<file path="src/rtl/jkseq_pkg.sv">
// Package: shared widths and code values for the five-state JK counter.
// Assumes: state bit 2 is the most significant stage.
package jkseq_pkg;
    localparam int STAGES = 3;
    typedef logic [STAGES-1:0] code_t;

    localparam code_t CODE_START  = 3'b001;
    localparam code_t CODE_ENTRY  = 3'b101;
    localparam code_t CODE_DEAD_A = 3'b000;
    localparam code_t CODE_DEAD_B = 3'b100;
endpackage

</file>
<file path="src/rtl/jkseq_stage.sv">
// Module: one JK flip-flop stage with a synchronous active-low reset.
// Does: holds, clears, sets or inverts q on the rising clock edge, as chosen by j and k.
// Assumes: j and k are settled before the edge; RST_VAL is the bit loaded in reset.
module jkseq_stage #(
    parameter logic RST_VAL = 1'b0
) (
    input  logic clk,
    input  logic rst_n,
    input  logic j,
    input  logic k,
    output logic q
);

    // Stage register: reset first, then the JK action.
    always_ff @(posedge clk) begin
        if (!rst_n) begin
            q <= RST_VAL;
        end else begin
            unique case ({j, k})
                2'b00:   q <= q;
                2'b01:   q <= 1'b0;
                2'b10:   q <= 1'b1;
                default: q <= ~q;
            endcase
        end
    end

    assert_hold_R7: assert property (@(posedge clk) disable iff (!rst_n)
        (!j && !k) |=> $stable(q));
    assert_clear_R7: assert property (@(posedge clk) disable iff (!rst_n)
        (!j && k) |=> !q);
    assert_set_R7: assert property (@(posedge clk) disable iff (!rst_n)
        (j && !k) |=> q);
    assert_toggle_R7: assert property (@(posedge clk) disable iff (!rst_n)
        (j && k) |=> (q != $past(q)));

endmodule

</file>
<file path="src/rtl/jkseq_excite.sv">
// Module: J/K input logic for the three counter stages.
// Does: forms each stage's J and K from the present code; a low enable forces all of them to 0.
// Assumes: code bit 2 is the most significant stage; 000 and 100 were don't-cares in minimisation.
module jkseq_excite
    import jkseq_pkg::*;
(
    input  code_t             q,
    input  logic              en,
    output logic [STAGES-1:0] j,
    output logic [STAGES-1:0] k
);

    logic [STAGES-1:0] j_raw;
    logic [STAGES-1:0] k_raw;

    // Minimised excitation equations, one pair per stage.
    always_comb begin
        j_raw[2] = ~q[2] &  q[1] & ~q[0];
        k_raw[2] =  q[2] & (~q[1] | ~q[0]);
        j_raw[1] = ~q[2] & ~q[1] &  q[0];
        k_raw[1] =  q[2] &  q[1] & ~q[0];
        j_raw[0] =  q[1] & ~q[0];
        k_raw[0] =  q[1] &  q[0];
    end

    // Enable gating: with en low every stage sees J=K=0 and holds.
    always_comb begin
        j = en ? j_raw : '0;
        k = en ? k_raw : '0;
    end

endmodule

</file>
<file path="src/rtl/jkseq_counter.sv">
// Module: top of the five-state JK sequence counter.
// Does: three JK stages plus excitation logic step 001,011,010,111,110; 101 enters at 001;
//       000 and 100 fall into a lock-up at 000 and raise the illegal flag.
// Assumes: rst_n is synchronous and active low and overrides en.
module jkseq_counter
    import jkseq_pkg::*;
#(
    parameter logic [2:0] RESET_CODE = 3'b001
) (
    input  logic       clk,
    input  logic       rst_n,
    input  logic       en,
    output logic [2:0] state,
    output logic       illegal
);

    code_t             q_w;
    logic [STAGES-1:0] j_w;
    logic [STAGES-1:0] k_w;

    jkseq_excite u_excite (
        .q  (q_w),
        .en (en),
        .j  (j_w),
        .k  (k_w)
    );

    // One JK stage per state bit, each reset to its own bit of RESET_CODE.
    for (genvar i = 0; i < STAGES; i++) begin : g_stage
        jkseq_stage #(
            .RST_VAL (RESET_CODE[i])
        ) u_stage (
            .clk   (clk),
            .rst_n (rst_n),
            .j     (j_w[i]),
            .k     (k_w[i]),
            .q     (q_w[i])
        );
    end

    // Output drive and detection of the two unused codes.
    always_comb begin
        state   = q_w;
        illegal = (q_w == CODE_DEAD_A) || (q_w == CODE_DEAD_B);
    end

    assert_loop_close_R2: assert property (@(posedge clk) disable iff (!rst_n)
        (en && state == 3'b110) |=> (state == CODE_START));
    assert_loop_step_R2: assert property (@(posedge clk) disable iff (!rst_n)
        (en && state == CODE_START) |=> (state == 3'b011));
    assert_entry_R3: assert property (@(posedge clk) disable iff (!rst_n)
        (en && state == CODE_ENTRY) |=> (state == CODE_START));
    assert_lockup_R4: assert property (@(posedge clk) disable iff (!rst_n)
        (en && illegal) |=> (state == CODE_DEAD_A && illegal));
    assert_freeze_R5: assert property (@(posedge clk) disable iff (!rst_n)
        !en |=> $stable(state));
    assert_flag_R6: assert property (@(posedge clk) disable iff (!rst_n)
        (en && state == CODE_DEAD_B) |=> illegal);

endmodule

</file>
<file path="config.mk">
export PLATFORM = sky130hd
export DESIGN_NAME = jkseq_counter
export DESIGN_NICKNAME = d
export VERILOG_FILES = /design/src/rtl/jkseq_pkg.sv /design/src/rtl/jkseq_stage.sv /design/src/rtl/jkseq_excite.sv /design/src/rtl/jkseq_counter.sv
export SDC_FILE = /design/constraint.sdc
export NUM_CORES = 1
export LEC_CHECK = 0
export BUFFER_PORTS_ARGS = -buffer_cell sky130_fd_sc_hd__buf_2
export CORE_AREA = 5 5 42 44
export DETAILED_ROUTE_END_ITERATION = 10
export DIE_AREA = 0 0 47 49
export GPL_TIMING_DRIVEN = 0
export PLACE_DENSITY = 0.48
export SYNTH_ARGS = -nofsm -noshare
export SYNTH_HDL_FRONTEND = slang
export SYNTH_HIERARCHICAL = 1
export SYNTH_SLANG_ARGS = --single-unit
</file>
<file path="constraint.sdc">
create_clock -name clk -period 2.21 [get_ports clk]
set_input_delay 0.221 -clock clk [delete_from_list [all_inputs] [get_ports clk]]
set_output_delay 0.221 -clock clk [all_outputs]
set_load 0.03 [all_outputs]
</file>
# After elaboration in Yosys (flattened, before gate mapping)

Cells that the tools add are included.

Latch bits: 0
Word-level logic and storage cells: 33
Memories: 0
Memory bits (writable): 0
ROM bits: 0
Bits in registers: 3
Bits of input ports: 3
Output and inout bits: 4

Mux-type cells: 5
Add/sub/neg operators: 0
Multipliers: 0
Shift-type cells: 0
Bitwise gates (word level): 13
Div/mod/pow operators: 0
Order comparisons: 0
Reduce and logical (&&, ||, !) cells: 5
Equal/unequal tests: 7

Operator list:

| operator             | number |
|---|---|
| $and A1 B1 Y1        | 9 |
| $pmux W1 S3          | 3 |
| $eq A2 B1 Y1 const B | 3 |
| $eq A2 B2 Y1 const B | 3 |
| $logic_not A2 Y1     | 3 |
| $mux W3              | 2 |
| $eq A3 B3 Y1 const B | 1 |
| $logic_not A3 Y1     | 1 |
| $not A1 Y1           | 3 |
| $logic_or A1 B1 Y1   | 1 |
| $or A1 B1 Y1         | 1 |

# Longest topological paths before layout

Depth after elaboration: 6
Gate-level depth with buffers: 6
Mapped depth without buffers: 6

# Cells and area by module

The synthesis kept the hierarchy.

Modules (own cells, without submodules):

| module                               | area each (µm²) | times used | seq. area each (µm²) | cells each |
|---|---|---|---|---|
| jkseq_stage (g_stage[1].u_stage ...) | 80.1            | 2          | 20.0                 | 10 |
| jkseq_stage (g_stage[0].u_stage)     | 90.1            | 1          | 20.0                 | 10 |
| jkseq_excite                         | 62.6            | 1          | 0.0                  | 9 |
| jkseq_counter                        | 3.8             | 1          | 0.0                  | 1 |

# Worst setup path before layout

OpenSTA, ideal clock, no wires.

Path kind: register -> register
Start: register g_stage[0].u_stage.q
End: register g_stage[1].u_stage.q
Setup time: 0.074 ns
Data required time: 2.136 ns
Data arrival time: 1.669 ns
Stages on the path, launching flop included: 7
Clock period less this slack: 1.743 ns
Path buffers: 0
Setup slack: 0.467 ns
Cell sequence: dfxtp_1 nand2_1 nor3_2 inv_1 ha_1 or3_1 a31oi_1

Elaborated cells on any way between the ends: 9
Classes of those cells: 2 x eq/ne; 3 x mux; 3 x bitwise; 1 x reduce/logical

RTL lines:

| item                                       | line                | RTL |
|---|---|---|
| start: declaration                         | jkseq_stage.sv:11   | `output logic q` |
| start signal: assignment                   | jkseq_stage.sv:20   | `2'b00: q <= q;` |
| start signal: assignment                   | jkseq_stage.sv:23   | `default: q <= ~q;` |
| $and A1 B1 Y1 (*)                          | jkseq_excite.sv:20  | `j_raw[1] = ~q[2] & ~q[1] & q[0];` |
| $mux W3 (*)                                | jkseq_excite.sv:28  | `j = en ? j_raw : '0;` |
| net j_w[1]                                 | jkseq_counter.sv:18 | `logic [STAGES-1:0] j_w;` |
| $eq A2 B2 Y1, or another cell as far along | jkseq_stage.sv:19   | `unique case ({j, k})` |
| $pmux W1 S3                                | jkseq_stage.sv:19   |  |
| end signal: assignment                     | jkseq_stage.sv:20   |  |
| end signal: assignment                     | jkseq_stage.sv:23   |  |
| end: declaration                           | jkseq_stage.sv:11   |  |

Mark *: on every way through the listed nets, which the timed path passes. The rest lies on a longest branch.
A chain may end at the register's enable or synchronous reset.

# Final worst setup path

Start: register g_stage[1].u_stage.q
End: register g_stage[2].u_stage.q

Elaborated cells on any way between the ends: 11
Classes of those cells: 2 x eq/ne; 3 x mux; 5 x bitwise; 1 x reduce/logical

RTL lines:

| item                                       | line                | RTL |
|---|---|---|
| $and A1 B1 Y1 (*) (2 in series)            | jkseq_excite.sv:18  | `j_raw[2] = ~q[2] & q[1] & ~q[0];` |
| $mux W3 (*)                                | jkseq_excite.sv:28  |  |
| net j_w[2]                                 | jkseq_counter.sv:18 |  |
| $eq A2 B2 Y1, or another cell as far along | jkseq_stage.sv:19   |  |
| $pmux W1 S3                                | jkseq_stage.sv:19   |  |
| end signal: assignment                     | jkseq_stage.sv:20   |  |
| end signal: assignment                     | jkseq_stage.sv:23   |  |
| end: declaration                           | jkseq_stage.sv:11   |  |

Marks and branches as above.

==> metrics.csv <==
stage;metric;value;unit
critical_path;rr_startpoint;g_stage[1].u_stage/q$_SDFFE_PN0P_;
sta;slew_violations;0;
grt;gr-total-overflow;0;
clock_network;clockBufferDepth;2;
place;placed_area;367;sq um
critical_path;setup.worst_path.start;g_stage[1].u_stage/q$_SDFFE_PN0P_;
power;p_int;155;uW
grt;grt_start_max_net_pins;11;
clock_network;cts_resized;0;
cells_and_area;largest_register_ffs;3;
yosys;syn_inst;40;
yosys;ys_async_sr_fraction;0;
sta;finalHoldViolCount;0;
grt;grtUsageTotal;0.0563;
outcome;outcome;completed;
clock_network;post-cts-setup-buffers;0;
cells_and_area;finalInstanceArea;393;sq um
cells_and_area;top_register;g_stage.u_stage/q;
route;drt-total-wl;580;microns
power;peakVddDrop;171;uV
clock_network;clk_pin_slew_worst_paths;0.04;ns
critical_path;critPathMaxFanout;8;
critical_path;cp.required;2.37;ns
power;p_switching;84.8;uW
sta;final.setup.worst_slack;0.553;ns
critical_path;path_cells;nand2_2 > nor3_2 > inv_1 > ha_1 > or3_1 > a31oi_1;
cells_and_area;reg_top3;g_stage.u_stage/q x3;
power;clkPwrFrac;0.411;
grt;antenna_found_initial;0;
yosys;synth_compound_area_frac;0.119;
floorplanning;start_util;0.226;
cells_and_area;stdcell_count;66;
critical_path;path_buf_inv;1;
sta;fmax;0.603;GHz
yosys;syn_nets;49;
yosys;ys_seq_area_frac;0.190;
yosys;synth_simple_gate_area_share;0.348;
yosys;synthXorXnorAreaFrac;0;
hold_path;min_from;rst_n;
clock_network;htree_levels;1;
sta;min_period;1.66;ns
yosys;synth_area_leader_cell;ha_1;
critical_path;cpMaxStageDelayCell;dfxtp_1;
yosys;syn_area_per_cell;7.91;sq um
yosys;synth_area_leaders;ha_1, dfxtp_1, inv_1;
run;cap_violations;0;
grt;grt_pass1_vias;223;
critical_path;slowest_delay;0.48;ns
yosys;synth_enable_flop_cells;0;
yosys;yosys.area.top_type_share;0.237;
critical_path;startpoint_type;flip-flop;
yosys;synthFlopType;dfxtp_1;
floorplanning;io_pins;7;
cells_and_area;area_growth;24.1;%
floorplanning;fp-row-count;14;
sta;finalClockSkew;0.00605;ns
cells_and_area;drive_above_1_share;0.300;
clock_network;numCtsBuffers;3;
clock_network;clock_sinks;3;
clock_network;cts_hold_buffers;0;
yosys;ys_seq_elements;3;
floorplanning;die_h;49;microns
power;p_per_area;610;nW/um^2
yosys;synthAdderAreaFrac;0.237;
yosys;synthMuxAreaShare;0;
route;dr_total_vias;277;
place;dp_cells;62;
sta;finalSetupTns;0;ns
route;postRouteAntennaNets;0;
sta;rsz0062_at_grt;false;
floorplanning;core_area;1400;sq um
critical_path;cpLargestDelayFamily;simple AND/OR/NAND/NOR gates;
clock_network;cts_root_buf;clkbuf_4;
route;drt_iter0_drc;1;
place;routabilityCongestion;0.658;
critical_path;worst-setup-path-type;flip-flop to flip-flop;
power;p_comb_frac;0.278;
yosys;ys_types;16;
power;p_seq_frac;0.310;
grt;grt_first_pass_wirelength;883;microns
clock_network;cts_tree;built;
floorplanning;dieArea;2300;sq um
critical_path;endpoint_kind;flip-flop;
clock_network;clk_latency;0.24;ns
cells_and_area;num_antenna_cells;0;
critical_path;reg2reg_slack;0.55;ns
route;drt-pass1-iter-count;2;
yosys;yosysMostFrequentCell;inv_1;
yosys;synthesis.area;317;sq um
yosys;synthTopCellsByCount;inv_1, ha_1, nand2_1;
sta;tightest_slew;0.320;ns
route;wire_per_inst;8.79;microns
power;p_leak;0.175;nW
floorplanning;die_w;47;microns
sta;min_period_over_period;0.750;
place;dp_slack;0.535;ns
hold_path;hp-class;input pin to flip-flop;
place;io_buffer_count;6;
sta;setup_violations;0;
yosys;yosysWarnings;6;
cells_and_area;nNetsFinal;60;
sta;max-slew-margin-rel;0.787;
route;route.detailed.drc;0;
power;swShare;0.354;
critical_path;arrival;1.82;ns
yosys;synth_top_family_by_area;simple AND/OR/NAND/NOR gates;
sta;holdWs;0.189;ns
route;vias_per_cell;4.20;
## placed cells by master, fill, tap and decap left out, drive strengths merged
cell type | Yosys | routed
clkbuf | 0 | 4
a21oi | 2 | 2
o221ai | 1 | 1
or2 | 1 | 1
ha | 6 | 6
buf | 0 | 6
nand2 | 5 | 5
dfxtp | 3 | 3
a31oi | 2 | 2
nand3b | 2 | 2
and3 | 1 | 1
inv | 9 | 9
nor3b | 1 | 1
or3 | 2 | 2
and2b | 1 | 1
nor3 | 2 | 2
nor2 | 2 | 2
## worst paths after layout
path,cells after the start,endpoint
worst min register to register,2,g_stage[2].u_stage/q$_SDFFE_PN0P_
worst max-delay path,6,g_stage[2].u_stage/q$_SDFFE_PN0P_
worst max register to register,6,g_stage[2].u_stage/q$_SDFFE_PN0P_
worst min-delay path,2,g_stage[0].u_stage/q$_SDFFE_PN1P_
## cell type report
type                    count  area (sq um)
multi-input cells          28           223
inverters                   9          33.8
flip-flops and latches      3          60.1
well taps                  16          20.0
repair buffers              6          30.0
clock buffers               4          26.3
fillers                   173          1010
## power by group through the flow
stage | combinational (mW) | sequential (mW) | clock, mW
after detailed placement | 0.0679 | 0.0752 | 0
after global placement | 0.0668 | 0.0761 | 0
after CTS | 0.0680 | 0.0747 | 0.105
final | 0.0667 | 0.0743 | 0.0986
after global routing | 0.0759 | 0.0761 | 0.109
after floorplan | 0.0401 | 0.0841 | 0
## kinds of logic (layout without fill, tap and decap cells)
logic type | Yosys count | after routing
fa+ha+maj | 6 | 6
simple gates | 17 | 17
buf+inv | 9 | 19
compound gates | 5 | 5
flops | 3 | 3
## metrics by stage
stage	util	power [mW]
after floorplan	-	0.124
after global placement	0.262	0.143
after detailed placement	0.262	0.143
after CTS	0.280	0.247
after global routing	0.280	0.261
final	0.280	0.240
## metal layers
metal,vias to the layer above,GRT usage,routed length [microns]
met3,0,0.00369,23
li1,152,-,-
met2,4,0.0656,269
met5,-,0,0
met4,0,0.0829,0
met1,121,0.0700,286
No activity file was read; power rests on OpenSTA's default activity.
